==> src/rtl/dtmr_pkg.sv <==
`timescale 1ns/1ps
package dtmr_pkg;
    localparam int unsigned DTMR_DATA_W   = 32;
    localparam int unsigned DTMR_CNT_W    = 29;
    localparam int unsigned DTMR_ADDR_W   = 3;
    localparam int unsigned DTMR_RUN_BIT  = 31;
    localparam int unsigned DTMR_AUTO_BIT = 30;
    localparam int unsigned DTMR_ACK_BIT  = 30;
    localparam int unsigned DTMR_PAD_W    = DTMR_DATA_W - DTMR_CNT_W - 2;
    localparam logic [DTMR_ADDR_W-1:0] DTMR_OFS_CFG  = 3'h0;
    localparam logic [DTMR_ADDR_W-1:0] DTMR_OFS_STAT = 3'h4;

    typedef logic [DTMR_CNT_W-1:0]  dtmr_cnt_t;
    typedef logic [DTMR_DATA_W-1:0] dtmr_word_t;

    typedef struct packed {
        logic      run;
        logic      auto_rl;
        dtmr_cnt_t reload;
    } dtmr_cfg_t;

    typedef enum logic [1:0] {
        SEL_NONE = 2'd0,
        SEL_CFG  = 2'd1,
        SEL_STAT = 2'd2
    } dtmr_sel_e;

    function automatic dtmr_sel_e dtmr_decode(input logic [DTMR_ADDR_W-1:0] a);
        case (a)
            DTMR_OFS_CFG:  return SEL_CFG;
            DTMR_OFS_STAT: return SEL_STAT;
            default:       return SEL_NONE;
        endcase
    endfunction

    function automatic dtmr_cfg_t dtmr_unpack(input dtmr_word_t w);
        dtmr_cfg_t c;
        c.run     = w[DTMR_RUN_BIT];
        c.auto_rl = w[DTMR_AUTO_BIT];
        c.reload  = w[DTMR_CNT_W-1:0];
        return c;
    endfunction

    function automatic dtmr_word_t dtmr_pack_cfg(input dtmr_cfg_t c);
        return {c.run, c.auto_rl, {DTMR_PAD_W{1'b0}}, c.reload};
    endfunction

    function automatic dtmr_word_t dtmr_pack_stat(input logic pend, input dtmr_cnt_t cnt);
        return {1'b0, pend, {DTMR_PAD_W{1'b0}}, cnt};
    endfunction
endpackage

==> src/rtl/dtmr_regs.sv <==
`timescale 1ns/1ps
module dtmr_regs
    import dtmr_pkg::*;
(
    input  logic                   bus_sel,
    input  logic                   bus_wr,
    input  logic [DTMR_ADDR_W-1:0] bus_addr,
    input  dtmr_word_t             bus_wdata,
    input  dtmr_cfg_t              cfg_q,
    input  dtmr_cnt_t              count_q,
    input  logic                   pend,
    output logic                   cfg_load,
    output dtmr_cfg_t              cfg_new,
    output logic                   ack,
    output dtmr_word_t             bus_rdata
);
    dtmr_sel_e sel;
    logic      unused_wbits;

    assign sel          = dtmr_decode(bus_addr);
    assign cfg_load     = bus_sel && bus_wr && (sel == SEL_CFG);
    assign ack          = bus_sel && bus_wr && (sel == SEL_STAT) && bus_wdata[DTMR_ACK_BIT];
    assign cfg_new      = dtmr_unpack(bus_wdata);
    assign unused_wbits = ^bus_wdata[DTMR_DATA_W-3:DTMR_CNT_W];

    always_comb begin
        bus_rdata = '0;
        if (bus_sel) begin
            case (sel)
                SEL_CFG:  bus_rdata = dtmr_pack_cfg(cfg_q);
                SEL_STAT: bus_rdata = dtmr_pack_stat(pend, count_q);
                default:  bus_rdata = '0;
            endcase
        end
    end
endmodule

==> src/rtl/dtmr_counter.sv <==
`timescale 1ns/1ps
module dtmr_counter
    import dtmr_pkg::*;
(
    input  logic      clk,
    input  logic      rst,
    input  logic      tick,
    input  logic      load,
    input  dtmr_cfg_t cfg_in,
    output dtmr_cfg_t cfg_q,
    output dtmr_cnt_t count_q,
    output logic      expire
);
    logic at_zero;
    logic step;

    assign at_zero = (count_q == '0);
    assign step    = tick && cfg_q.run && !load;
    assign expire  = step && at_zero;

    always_ff @(posedge clk) begin
        if (rst) begin
            cfg_q   <= '0;
            count_q <= '0;
        end else if (load) begin
            cfg_q   <= cfg_in;
            count_q <= cfg_in.reload;
        end else if (step) begin
            if (at_zero) begin
                if (cfg_q.auto_rl) count_q   <= cfg_q.reload;
                else               cfg_q.run <= 1'b0;
            end else begin
                count_q <= count_q - dtmr_cnt_t'(1);
            end
        end
    end

    // no tick and no write keeps the count
    p_hold_r10: assert property (@(posedge clk) disable iff (rst)
        (!tick && !load) |=> $stable(count_q));
    // a running nonzero count steps down by one per tick
    p_dec_r2: assert property (@(posedge clk) disable iff (rst)
        (tick && !load && cfg_q.run && count_q != '0) |=> (count_q == $past(count_q) - dtmr_cnt_t'(1)));
    // a control write restarts from the written value
    p_restart_r7: assert property (@(posedge clk) disable iff (rst)
        load |=> (count_q == $past(cfg_in.reload)));
    // one-shot expiry drops the run flag
    p_oneshot_r3: assert property (@(posedge clk) disable iff (rst)
        (expire && !cfg_q.auto_rl) |=> !cfg_q.run);
    // periodic expiry reloads and keeps running
    p_periodic_r4: assert property (@(posedge clk) disable iff (rst)
        (expire && cfg_q.auto_rl) |=> (cfg_q.run && count_q == $past(cfg_q.reload)));
endmodule

==> src/rtl/dtmr_irq.sv <==
`timescale 1ns/1ps
module dtmr_irq (
    input  logic clk,
    input  logic rst,
    input  logic expire,
    input  logic ack,
    output logic pend
);
    always_ff @(posedge clk) begin
        if (rst)         pend <= 1'b0;
        else if (expire) pend <= 1'b1;
        else if (ack)    pend <= 1'b0;
    end

    // an expiry sets the flag even with an acknowledge in the same cycle
    p_set_wins_r9: assert property (@(posedge clk) disable iff (rst)
        expire |=> pend);
    // a lone acknowledge clears the flag
    p_ack_clears_r8: assert property (@(posedge clk) disable iff (rst)
        (ack && !expire) |=> !pend);
endmodule

==> src/rtl/tick_downtimer.sv <==
`timescale 1ns/1ps
module tick_downtimer
    import dtmr_pkg::*;
(
    input  logic                   clk,
    input  logic                   rst,
    input  logic                   tick,
    input  logic                   bus_sel,
    input  logic                   bus_wr,
    input  logic [DTMR_ADDR_W-1:0] bus_addr,
    input  logic [DTMR_DATA_W-1:0] bus_wdata,
    output logic [DTMR_DATA_W-1:0] bus_rdata,
    output logic                   irq
);
    dtmr_cfg_t cfg_q;
    dtmr_cfg_t cfg_new;
    dtmr_cnt_t count_q;
    logic      cfg_load;
    logic      ack;
    logic      expire;
    logic      pend;

    dtmr_regs u_regs (
        .bus_sel   (bus_sel),
        .bus_wr    (bus_wr),
        .bus_addr  (bus_addr),
        .bus_wdata (bus_wdata),
        .cfg_q     (cfg_q),
        .count_q   (count_q),
        .pend      (pend),
        .cfg_load  (cfg_load),
        .cfg_new   (cfg_new),
        .ack       (ack),
        .bus_rdata (bus_rdata)
    );

    dtmr_counter u_cnt (
        .clk     (clk),
        .rst     (rst),
        .tick    (tick),
        .load    (cfg_load),
        .cfg_in  (cfg_new),
        .cfg_q   (cfg_q),
        .count_q (count_q),
        .expire  (expire)
    );

    dtmr_irq u_irq (
        .clk    (clk),
        .rst    (rst),
        .expire (expire),
        .ack    (ack),
        .pend   (pend)
    );

    assign irq = pend;

    // a stopped timer never raises a new interrupt
    p_stopped_quiet_r6: assert property (@(posedge clk) disable iff (rst)
        (!cfg_q.run && !cfg_load && !irq) |=> !irq);
endmodule

==> config.mk <==
export PLATFORM = sky130hd
export DESIGN_NAME = tick_downtimer
export DESIGN_NICKNAME = d
export VERILOG_FILES = /design/src/rtl/dtmr_pkg.sv /design/src/rtl/dtmr_regs.sv /design/src/rtl/dtmr_counter.sv /design/src/rtl/dtmr_irq.sv /design/src/rtl/tick_downtimer.sv
export SDC_FILE = /design/constraint.sdc
export NUM_CORES = 1
export LEC_CHECK = 0
export BUFFER_PORTS_ARGS = -buffer_cell sky130_fd_sc_hd__buf_2
export CELL_PAD_IN_SITES_DETAIL_PLACEMENT = 1
export CELL_PAD_IN_SITES_GLOBAL_PLACEMENT = 1
export CORE_MARGIN = 2
export CORE_UTILIZATION = 43
export CTS_CLUSTER_SIZE = 20
export DETAILED_ROUTE_END_ITERATION = 8
export PLACE_DENSITY = 0.83
export SLEW_MARGIN = 20
export SYNTH_ARGS = -nofsm -noshare
export SYNTH_HDL_FRONTEND = slang
export SYNTH_SLANG_ARGS = --single-unit
==> constraint.sdc <==
create_clock -name clk -period 5.9 [get_ports clk]
set_clock_uncertainty 0.2 [all_clocks]
set_input_delay 0.295 -clock clk [delete_from_list [all_inputs] [get_ports clk]]
set_output_delay 0.295 -clock clk [all_outputs]
set_load 0.01 [all_outputs]
==> impl_metrics.py <==
metrics = {
    "placed_design": {
        "post_dp_cell_area_sq_um": 4050,
        "place_congestion": 0.831,
        "dp.final_hpwl_mm": 8.00,
        "io_buffers": 70,
    },
    "sta": {
        "fin_crit_sh_pct": 60.8,
        "finalSetupViolCount": 0,
        "tns_ns": 0,
        "worstMarginPinSlew_ns": 1.03,
        "grt_setup_unrepaired": "false",
        "slew_viol_final": 0,
        "fmax_mhz": 279,
        "final_hold_viol_count": 0,
        "slew_headroom_pct": 31.5,
        "period_needed_ns": 3.59,
    },
    "clock_tree": {
        "root_buffer": "clkbuf_8",
        "cts_max_level": 3,
        "tritoncts": "done",
        "hold_buffers": 11,
        "cts-resized-gates": 0,
        "path_clk_slew_ns": 0.07,
        "cts_made_buffers": 9,
        "cts_sinks": 61,
        "clk_path_buf_depth": 2,
        "cts_setup_buffers": 0,
        "clock_latency_ns": 0.35,
    },
    "routing": {
        "drt_iter0_drc": 249,
        "vias_per_cell": 6.05,
        "firstDrtPassIters": 5,
        "drcViolationCount": 0,
        "wire_per_inst_um": 18.9,
        "routed_wl_mm": 12.5,
        "via_count": 3988,
        "postRouteAntennaNets": 0,
    },
    "floorplan": {
        "die_area_sq_um": 9440,
        "core_sq_um": 8300,
        "initial_core_util_pct": 45.0,
        "die_w_um": 97.2,
        "ioPinCount": 73,
        "die_y_um": 97.2,
        "row_count": 33,
    },
    "logic_synthesis": {
        "synth_top_cell_area_share_pct": 32.7,
        "ys_warn_count": 0,
        "synthSimpleGateAreaFrac_pct": 28.8,
        "yosysUniqueCellTypes": 62,
        "synth_compound_area_share_pct": 28.2,
        "synthArstFlopShare_pct": 0,
        "synth_edf_count": 0,
        "synth_ff_type": "dfxtp_1",
        "muxShareOfSynthArea_pct": 0.838,
        "avgSynthCellArea_sq_um": 7.53,
        "synth_top_family_by_area": "simple AND/OR/NAND/NOR gates",
        "netlist_top_cells_area": "dfxtp_1 33%, nand2_1 8.5%, a21oi_1 6.3%",
        "syn_inst": 496,
        "synth-xor-area-share_pct": 2.11,
        "yosys.area.top_type": "dfxtp_1",
        "synthAdderAreaFrac_pct": 0.335,
        "synth_nets": 537,
        "netlist_area_sq_um": 3730,
        "synth-seq-cells": 61,
        "ys_seq_area_share_pct": 32.7,
    },
    "power": {
        "total_power_w": 0.00111,
        "switchingPower_w": 0.000342,
        "pwr-share-comb_pct": 21.5,
        "swShare_pct": 30.9,
        "ir_drop_v": 0.000137,
        "pwr-share-clk_pct": 39.7,
        "p_int_w": 0.000764,
        "p_leak_nw": 1.63,
        "p_per_area_nw_per_um2": 252,
        "seqPwrFrac_pct": 38.9,
    },
    "final_layout": {
        "regArea_sq_um": 1220,
        "multi_input_area_sq_um": 2270,
        "drive_above_1_share_pct": 19.9,
        "syn_to_final_growth_pct": 17.4,
        "mostFrequentLayoutCell": "nand2_1",
        "design_area_sq_um": 4380,
        "fillCellCount": 1029,
        "final_cell_mix": "84 x nand2_1, 70 x buf_2, 61 x dfxtp_1",
        "diodes": 0,
        "nets": 590,
    },
    "worst_setup_path": {
        "crit_fanout": 15,
        "cp-start-kind": "register",
        "path_class": "register to register",
        "worst_ep_required_time_ns": 5.91,
        "critPathCaptureType": "register",
        "cp.arrival_ns": 3.60,
        "ff2ff_path_depth": 8,
        "r2r_setup_slack_ns": 2.31,
    },
    "outcome": {
        "outcome": "finished, final reports clean",
    },
    "global_route": {
        "antenna_found_initial": 0,
        "grt_pass1_wl_mm": 20.7,
        "grt_use_total_pct": 26.6,
        "grt_max_degree": 65,
        "overflow": 0,
        "grt_pass1_vias": 4074,
    },
    "flow_run": {
        "drv_cap": 0,
    },
    "hold_path": {
        "worstHoldPathCells": 3,
        "hold_class": "primary input to register",
    },
}
## synthesized netlist by cell type, types with 7 or more instances
cell type and instances:
nand2_1 85, inv_1 7, nor3_1 10, a211oi_1 7, nor4_1 12, nor2b_1 30, nand3_1 9, clkbuf_1 31
o211ai_1 12, dfxtp_1 61, buf_6 7, o21ai_0 18, nor2_1 38, a22oi_1 31, a21oi_1 47
## power groups by stage
stage,clock network [W],registers [W],logic (W)
after global routing,0.000458,0.000431,0.000258
after global placement,0,0.000438,0.000218
after floorplan,0,0.000434,0.000179
final,0.000439,0.000429,0.000237
after detailed placement,0,0.000439,0.000228
after CTS,0.000438,0.000429,0.000236
## worst max-delay path, stage by stage, from the launching register on
cell and delay [ns]:
dfxtp_1 0.34, inv_1 0.10, ha_1 0.23, or4b_1 0.64, nor4_4 0.49, a21o_1 0.50
nand2_1 0.56, o21ai_0 0.33, a21oi_1 0.06
## stage by stage
| stage | instances | worst slack (ns) | utilization, % | hold WS, ns |
|---|---|---|---|---|
| final | 659 | 2.31 | 52.8 | 0.000970 |
| after global routing | 659 | 2.10 | 52.8 | 0.00342 |
| after CTS | 659 | 2.30 | 52.8 | 0.000857 |
| after detailed placement | 632 | 2.34 | 48.8 | 0.267 |
| after global placement | 632 | 2.41 | 48.7 | 0.261 |
| after floorplan | 496 | 3.14 | - | 0.220 |
## cell type report
class	instances	area share [%]
Clock buffer	12	3.54
Clock inverter	4	1.60
Inverter	7	0.599
Multi-Input combinational cell	383	51.9
Sequential cell	61	27.9
Tap cell	105	3.00
Timing Repair Buffer	87	11.5
## state kept, by name (all words and copies together) (netlist names)
name,flops
u_cnt.count_q,29
u_irq.pend,1
u_cnt.cfg_q,31
## path summary, 6_finish.rpt
path | endpoint | startpoint
max | u_cnt.count_q[25] | u_cnt.count_q[0]
min | u_cnt.cfg_q[11] | bus_wdata[11]
max reg2reg | u_cnt.count_q[25] | u_cnt.count_q[0]
min reg2reg | u_cnt.cfg_q[10] | u_cnt.cfg_q[10]
## logic make-up after synthesis
| family | after synthesis |
|---|---|
| AOI/OAI and AO/OA | 155 |
| xor gates and xnor gates | 9 |
| adders and majority gates | 1 |
| buffers and inverters | 52 |
| DFF | 61 |
| muxes | 3 |
| other | 1 |
| and+or+nand+nor | 214 |
## layer usage
layer | global-route usage, % | vias up | share of wire, %
li1 | - | 1901 | -
met1 | 35.0 | 1946 | 45
met2 | 45.5 | 123 | 49
met3 | 3.45 | 18 | 4.8
met4 | 8.23 | 0 | 1.1
met5 | 0 | - | 0
(Power assumes the default switching activity.)
